$ cat src/rtl/spi_arb_pkg.sv
package spi_arb_pkg;
  typedef enum logic {ST_IDLE, ST_BUSY} arb_state_e;

  // next index after idx, wrapping at n
  function automatic int unsigned wrap_inc(int unsigned idx, int unsigned n);
    return (idx + 1 >= n) ? 0 : idx + 1;
  endfunction

  // position of the k-th candidate when scanning from after 'last'
  function automatic int unsigned scan_pos(int unsigned last, int unsigned k,
                                           int unsigned n);
    return (last + k) % n;
  endfunction
endpackage

$ cat src/rtl/arb_sync.sv
module arb_sync #(
  parameter int W = 1,
  parameter logic [W-1:0] RST_VAL = '0
) (
  input  logic         clk,
  input  logic         rst_n,
  input  logic [W-1:0] d,
  output logic [W-1:0] q
);
  logic [W-1:0] stage1;
  always_ff @(posedge clk or negedge rst_n) begin
    if (!rst_n) begin
      stage1 <= RST_VAL;
      q      <= RST_VAL;
    end else begin
      stage1 <= d;
      q      <= stage1;
    end
  end
endmodule

$ cat src/rtl/arb_rr.sv
module arb_rr
  import spi_arb_pkg::*;
#(
  parameter int N  = 4,
  parameter int PW = (N > 1) ? $clog2(N) : 1
) (
  input  logic [N-1:0]  elig,
  input  logic [PW-1:0] last,
  output logic          found,
  output logic [PW-1:0] pick
);
  // scan from the farthest offset down so the nearest eligible wins
  always_comb begin
    found = 1'b0;
    pick  = '0;
    for (int k = N; k >= 1; k--) begin
      int unsigned idx;
      idx = scan_pos(int'(last), k, N);
      if (elig[idx]) begin
        found = 1'b1;
        pick  = PW'(idx);
      end
    end
  end
endmodule

$ cat src/rtl/arb_spi_peri.sv
module arb_spi_peri #(
  parameter int BW = 8,
  parameter int CW = $clog2(BW)
) (
  input  logic          clk,
  input  logic          rst_n,
  input  logic          start,
  input  logic          active,
  input  logic          sck_rise,
  input  logic          sck_fall,
  input  logic          copi_bit,
  input  logic [BW-1:0] tx_data,
  output logic          miso,
  output logic          tx_take,
  output logic          rx_valid,
  output logic [BW-1:0] rx_data
);
  localparam logic [CW-1:0] LAST_BIT = CW'(BW - 1);

  logic [BW-1:0] tx_sh;
  logic [BW-2:0] rx_sh;
  logic [CW-1:0] bitcnt;
  logic          at_boundary;

  assign at_boundary = (bitcnt == '0);
  assign miso        = tx_sh[BW-1];

  always_ff @(posedge clk or negedge rst_n) begin
    if (!rst_n) begin
      tx_sh    <= '0;
      rx_sh    <= '0;
      bitcnt   <= '0;
      tx_take  <= 1'b0;
      rx_valid <= 1'b0;
      rx_data  <= '0;
    end else begin
      tx_take  <= 1'b0;
      rx_valid <= 1'b0;
      if (start) begin
        tx_sh   <= tx_data;
        bitcnt  <= '0;
        tx_take <= 1'b1;
      end else if (active) begin
        if (sck_rise) begin
          rx_sh  <= {rx_sh[BW-3:0], copi_bit};
          bitcnt <= (bitcnt == LAST_BIT) ? '0 : bitcnt + 1'b1;
          if (bitcnt == LAST_BIT) begin
            rx_valid <= 1'b1;
            rx_data  <= {rx_sh, copi_bit};
          end
        end else if (sck_fall) begin
          if (at_boundary) begin
            tx_sh   <= tx_data;
            tx_take <= 1'b1;
          end else begin
            tx_sh <= {tx_sh[BW-2:0], 1'b0};
          end
        end
      end
    end
  end

  // a byte needs eight separate rising edges, so strobes never touch
  p_rx_pulse_r7: assert property (@(posedge clk) disable iff (!rst_n)
    rx_valid |=> !rx_valid);
  // a capture is never followed by another capture on the next cycle
  p_take_pulse_r8: assert property (@(posedge clk) disable iff (!rst_n)
    tx_take |=> !tx_take);
endmodule

$ cat src/rtl/spi_arb_hub.sv
module spi_arb_hub
  import spi_arb_pkg::*;
#(
  parameter int NPORT = 4,
  parameter int TW    = 16,
  localparam int PW   = (NPORT > 1) ? $clog2(NPORT) : 1
) (
  input  logic             clk,
  input  logic             rst_n,
  input  logic [TW-1:0]    grant_limit,
  input  logic             abort,
  input  logic [NPORT-1:0] req_n,
  input  logic [NPORT-1:0] sck,
  input  logic [NPORT-1:0] copi,
  output logic [NPORT-1:0] cipo,
  output logic [NPORT-1:0] gnt_n,
  output logic [NPORT-1:0] to_flag,
  input  logic [7:0]       tx_data,
  output logic             tx_take,
  output logic             rx_valid,
  output logic [7:0]       rx_data,
  output logic [PW-1:0]    rx_port
);
  localparam logic [PW-1:0] LAST_RESET = PW'(NPORT - 1);

  // synchronised port inputs
  logic [NPORT-1:0] req_s, sck_s, copi_s;

  arb_sync #(.W(NPORT), .RST_VAL({NPORT{1'b1}})) u_sync_req (
    .clk(clk), .rst_n(rst_n), .d(req_n), .q(req_s));
  arb_sync #(.W(NPORT), .RST_VAL({NPORT{1'b0}})) u_sync_sck (
    .clk(clk), .rst_n(rst_n), .d(sck), .q(sck_s));
  arb_sync #(.W(NPORT), .RST_VAL({NPORT{1'b0}})) u_sync_copi (
    .clk(clk), .rst_n(rst_n), .d(copi), .q(copi_s));

  // arbitration state
  arb_state_e       state;
  logic [PW-1:0]    cur, last;
  logic [TW-1:0]    cnt;
  logic [NPORT-1:0] armed;
  logic             busy;

  // named events
  logic [NPORT-1:0] elig;
  logic             found;
  logic [PW-1:0]    pick;
  logic             grant_evt, rel_evt, to_hit, abort_hit, end_evt;
  logic [NPORT-1:0] pick_mask, cur_mask;

  assign busy = (state == ST_BUSY);
  assign elig = ~req_s & armed;

  arb_rr #(.N(NPORT), .PW(PW)) u_rr (
    .elig(elig), .last(last), .found(found), .pick(pick));

  always_comb begin
    pick_mask = '0;
    cur_mask  = '0;
    pick_mask[pick] = 1'b1;
    cur_mask[cur]   = 1'b1;
  end

  assign grant_evt = !busy && found;
  assign rel_evt   = busy && req_s[cur];
  assign to_hit    = busy && !rel_evt && (cnt == grant_limit);
  assign abort_hit = busy && !rel_evt && !to_hit && abort;
  assign end_evt   = rel_evt || to_hit || abort_hit;

  always_ff @(posedge clk or negedge rst_n) begin
    if (!rst_n) begin
      state   <= ST_IDLE;
      cur     <= '0;
      last    <= LAST_RESET;
      cnt     <= '0;
      armed   <= '1;
      to_flag <= '0;
    end else begin
      armed <= (armed | req_s) & ~(grant_evt ? pick_mask : '0);
      if (grant_evt) begin
        state   <= ST_BUSY;
        cur     <= pick;
        last    <= pick;
        cnt     <= '0;
        to_flag <= to_flag & ~pick_mask;
      end else if (busy) begin
        if (end_evt) begin
          state <= ST_IDLE;
          if (to_hit) to_flag <= to_flag | cur_mask;
        end else begin
          cnt <= cnt + 1'b1;
        end
      end
    end
  end

  assign gnt_n = busy ? ~cur_mask : '1;

  // SPI routing and edge detection
  logic sck_sel, sck_q, copi_sel, sck_rise, sck_fall, miso;

  assign sck_sel  = sck_s[cur];
  assign copi_sel = copi_s[cur];

  always_ff @(posedge clk or negedge rst_n) begin
    if (!rst_n)         sck_q <= 1'b0;
    else if (grant_evt) sck_q <= sck_s[pick];
    else                sck_q <= sck_sel;
  end

  assign sck_rise = busy && sck_sel && !sck_q;
  assign sck_fall = busy && !sck_sel && sck_q;

  arb_spi_peri #(.BW(8)) u_peri (
    .clk(clk), .rst_n(rst_n), .start(grant_evt), .active(busy),
    .sck_rise(sck_rise), .sck_fall(sck_fall), .copi_bit(copi_sel),
    .tx_data(tx_data), .miso(miso), .tx_take(tx_take),
    .rx_valid(rx_valid), .rx_data(rx_data));

  assign rx_port = cur;
  assign cipo    = busy ? (cur_mask & {NPORT{miso}}) : '0;

  // never two go-ahead lines low together
  p_gnt_onehot_r1: assert property (@(posedge clk) disable iff (!rst_n)
    $onehot0(~gnt_n));
  // a seen release frees the bus on the next edge
  p_release_r3: assert property (@(posedge clk) disable iff (!rst_n)
    rel_evt |=> (&gnt_n));
  // a timeout hangs up and flags the port that held the grant
  p_timeout_r4: assert property (@(posedge clk) disable iff (!rst_n)
    to_hit |=> ((&gnt_n) && to_flag[$past(cur)]));
  // abort hangs up without touching the flags
  p_abort_r5: assert property (@(posedge clk) disable iff (!rst_n)
    abort_hit |=> ((&gnt_n) && (to_flag == $past(to_flag))));
  // only ports seen high since their last grant can win
  p_armed_r6: assert property (@(posedge clk) disable iff (!rst_n)
    grant_evt |-> armed[pick]);
endmodule

$ cat config.mk
export PLATFORM = sky130hd
export DESIGN_NAME = spi_arb_hub
export DESIGN_NICKNAME = d
export VERILOG_FILES = /design/src/rtl/spi_arb_pkg.sv /design/src/rtl/arb_sync.sv /design/src/rtl/arb_rr.sv /design/src/rtl/arb_spi_peri.sv /design/src/rtl/spi_arb_hub.sv
export SDC_FILE = /design/constraint.sdc
export NUM_CORES = 1
export LEC_CHECK = 0
export CORE_ASPECT_RATIO = 1.1
export CORE_MARGIN = 2
export CORE_UTILIZATION = 35
export CTS_CLUSTER_DIAMETER = 50
export DETAILED_ROUTE_END_ITERATION = 16
export PLACE_DENSITY = 0.6
export SETUP_SLACK_MARGIN = 0.02
export SLEW_MARGIN = 10
export SYNTH_ARGS = -nofsm -noshare
export SYNTH_HDL_FRONTEND = slang
export SYNTH_HIERARCHICAL = 1
export SYNTH_SLANG_ARGS = --single-unit
$ cat constraint.sdc
create_clock -name clk -period 5.6 [get_ports clk]
set_clock_uncertainty 0.1 [all_clocks]
set_input_delay 1.12 -clock clk [delete_from_list [all_inputs] [get_ports clk]]
set_output_delay 1.12 -clock clk [all_outputs]
set_load 0.01 [all_outputs]
==> results by group <==
Die
  – Top Ports: 63
  – Die Wd: 102 µm
  – Die Span Y: 112 µm
  – DIE AREA: ~11,000 µm²
  – Num rows: 39
  – Initial core utilization: 0.359
  – Core area: 10,300 µm²

Yosys
  – Largest family of logic cells by synthesized area: simple AND/OR/NAND/NOR gates
  – Post-Syn Area per Cell: 11.3 µm²
  – Mux share of post-synthesis cell area: 0.0859
  – Synthesized Nets: 372
  – Ys flop type: dfrtp_1
  – Distinct cell type count of the synthesized netlist: 48
  – Post-Synthesis Cells: 329
  – Post-synthesis sequential area ratio: 0.557
  – Ys async rst share: 1.00
  – Synth Cell Area: between 3000 and 4000 µm²
  – Synth Area in XOR/XNOR: 0.0377
  – Post-Synth Adder-Cell Area: 0.0135
  – Flops & latches, synth: 82
  – Synth Warn #: 6
  – Compound-cell area share of the yosys netlist: 0.0983
  – EDFF count, synth: 0
  – Post-synthesis simple-gate area fraction: 0.178

Pwr
  – Flop pwr share: 0.398
  – Worst vdd ir: about 0.00021 V
  – Power Dens Cells: 429 nW/µm²
  – Switching part of the total power: 0.324
  – Clock power share: 0.308
  – Logic pwr share: 0.293
  – Pint: 1.38 mW
  – Psw: between 0.6 and 0.7 mW
  – Leak: 1.96 nW

Routing
  – DRT antenna net count: 0
  – Via count: between 2,000 and 3,000
  – Post-DR vias/cell: 5.01
  – Pre-Repair DR Iteration Count: 4
  – Detailed-route wire length per cell: 14.4 µm
  – Residual DRC: 0
  – Final WL: 7720 µm
  – Initial DRC count: 74

Clocking
  – Clock Tree Buf Depth: 2
  – Clk_lat worst skew: between 300 and 400 ps
  – Post-cts sizing count: 0
  – Setup Buffers After CTS: 0
  – Root buf cell: clkbuf_16
  – Clock-pin slew on the worst setup and hold paths: 60 ps
  – H-tree Lvls: 3
  – Clock sinks: 82
  – # hold bufs at CTS: 0
  – Num CTS Buffers: 9
  – CTS tree: yes

Global routing
  – First-pass GRT wire length: 13,300 µm
  – Initial antenna violation count: 0
  – GRT Total Usage: 0.146
  – Pin count of the biggest net entering global routing: 83
  – Vias in the first global route: between 2,000 and 3,000
  – Total gr overflow: 0

Place
  – Final HPWL DP: between 5000 and 6000 µm
  – IO buf count: 62
  – Pre-CTS WS: 2450 ps
  – Final Wtd Congestion: 0.813

STA
  – Slew HR: 0.316
  – Worst-Margin Slew: 1030 ps
  – Final period util: 0.565
  – Post-route setup slack: 2440 ps
  – FMAX: 316 MHz
  – Final min period: 3160 ps
  – Fin. max-slew vios: 0
  – TNS Setup: 0 ps
  – Final-report hold violation count: 0
  – RSZ-0062 raised after global routing: no
  – Setup violators final: 0

Layout
  – Sequential Area: just over 2000 µm²
  – N_diodes: 0
  – Commonest non-fill, non-tap cell in the layout: dfrtp_1
  – Layout cell share with drive strength beyond 1: 0.170
  – Synth-to-Final Area Change: 28.7%
  – Layout fillers: 1,003
  – Final core utilization: 0.462
  – Area of the multi-input gates: 1540 µm²
  – Total Nets Final: 432
  – Most frequent cells in the layout: 68 x dfrtp_1, 61 x clkdlybuf4s50_1, 32 x nand2_1

Hold path
  – HP Class: reg -> reg
  – Hold Path Depth: 0

Worst setup path
  – Crit-path leading delay family: flip-flops
  – Buf/Inv on CP: 1
  – Path type of the worst setup path: reg -> out
  – Worst Path Required: around 4400 ps
  – Worst Path Max Fanout: 12
  – CP max-delay cell: dfrtp_1
  – Worst EP arrival: 1940 ps
  – CP max stage delay: around 650 ps
  – Setup crit end kind: primary output
  – CP Launch Type: flip-flop
  – R2R cell count: 9
  – Worst path depth: 3
  – CP cell instances: nand2b_1 -> or2_2 -> clkdlybuf4s50_1

Run
  – Max-cap violations: 0

Outcome
  – Run status: finished, final reports clean
## logic make-up after synthesis
| logic type | after synthesis |
|---|---|
| simple gates | 119 |
| flops | 82 |
| compound gates | 60 |
| mux | 25 |
| buf+inv | 23 |
| xor+xnor | 16 |
| fa+ha+maj | 4 |
## cell type report
type	instances	area share
inverter	8	0.00628
sequential	82	0.433
multi-input combinational	224	0.323
tap	143	0.0374
timing repair buffer	64	0.132
clock buffer	9	0.0471
clock inverter	7	0.0209
## cell usage after synthesis (10+ instances only)
library cell / instances / share of area
dfrtp_1: 68 / 0.46
nand4_1: 10 / 0.017
xnor2_1: 16 / 0.038
nand2_1: 32 / 0.032
nor2_1: 11 / 0.011
or3_1: 12 / 0.020
mux2_2: 15 / 0.045
o21ai_0: 22 / 0.030
clkbuf_1: 11 / 0.011
dfstp_2: 14 / 0.099
a21oi_1: 15 / 0.020
## metal layers
metal | vias to the layer above | track usage | part of all wire
met5 | - | 0 | 0
met1 | 1314 | 0.213 | 0.49
met2 | 63 | 0.219 | 0.45
met3 | 11 | 0.0349 | 0.048
li1 | 1302 | - | -
met4 | 0 | 0.0418 | 0.013
## sequential cells by signal (all words and copies together), names as in the netlist, 4 cells and up
| register | count |
|---|---|
| armed | 4 |
| u_peri/tx_sh | 8 |
| u_sync_req/q | 4 |
| u_sync_req/stage1 | 4 |
| u_peri/rx_data | 8 |
| u_sync_sck/stage1 | 4 |
| u_sync_copi/stage1 | 4 |
| u_sync_copi/q | 4 |
| u_sync_sck/q | 4 |
| u_peri/rx_sh | 7 |
| to_flag | 4 |
| cnt | 16 |
## power groups by stage
stage,Clock (mW),Sequential [mW],Combinational (mW)
2_1_floorplan,0,0.789,0.433
4_1_cts,0.650,0.818,0.607
6_report,0.632,0.816,0.601
3_3_place_gp,0,0.826,0.598
3_5_place_dp,0,0.827,0.604
5_1_grt,0.676,0.836,0.670
## through the flow
| step | total power [mW] | hold WS (ps) | std cells | cell area (µm²) |
|---|---|---|---|---|
| 2_1_floorplan | 1.22 | 231 | 329 | 3710 |
| 3_3_place_gp | 1.42 | 232 | 521 | 4450 |
| 3_5_place_dp | 1.43 | 236 | 521 | 4450 |
| 4_1_cts | 2.07 | 249 | 537 | 4780 |
| 5_1_grt | 2.18 | 252 | 537 | 4780 |
| 6_report | 2.05 | 249 | 537 | 4780 |
## worst paths after layout
| check | startpoint | end | slack, ps |
|---|---|---|---|
| worst min register to register | u_sync_sck/stage1[2] | u_sync_sck/q[2] | 250 |
| worst max-delay path | rx_port[0] | gnt_n[1] | 2440 |
| max in group asynchronous | rst_n | u_sync_sck/q[1] | 3880 |
| worst max register to register | armed[1] | u_peri/rx_data[3] | 2470 |
| worst min-delay path | u_sync_sck/stage1[2] | u_sync_sck/q[2] | 250 |
| min in group asynchronous | rst_n | cnt[14] | 870 |
Note: power is estimated with default switching activity, not from simulation.
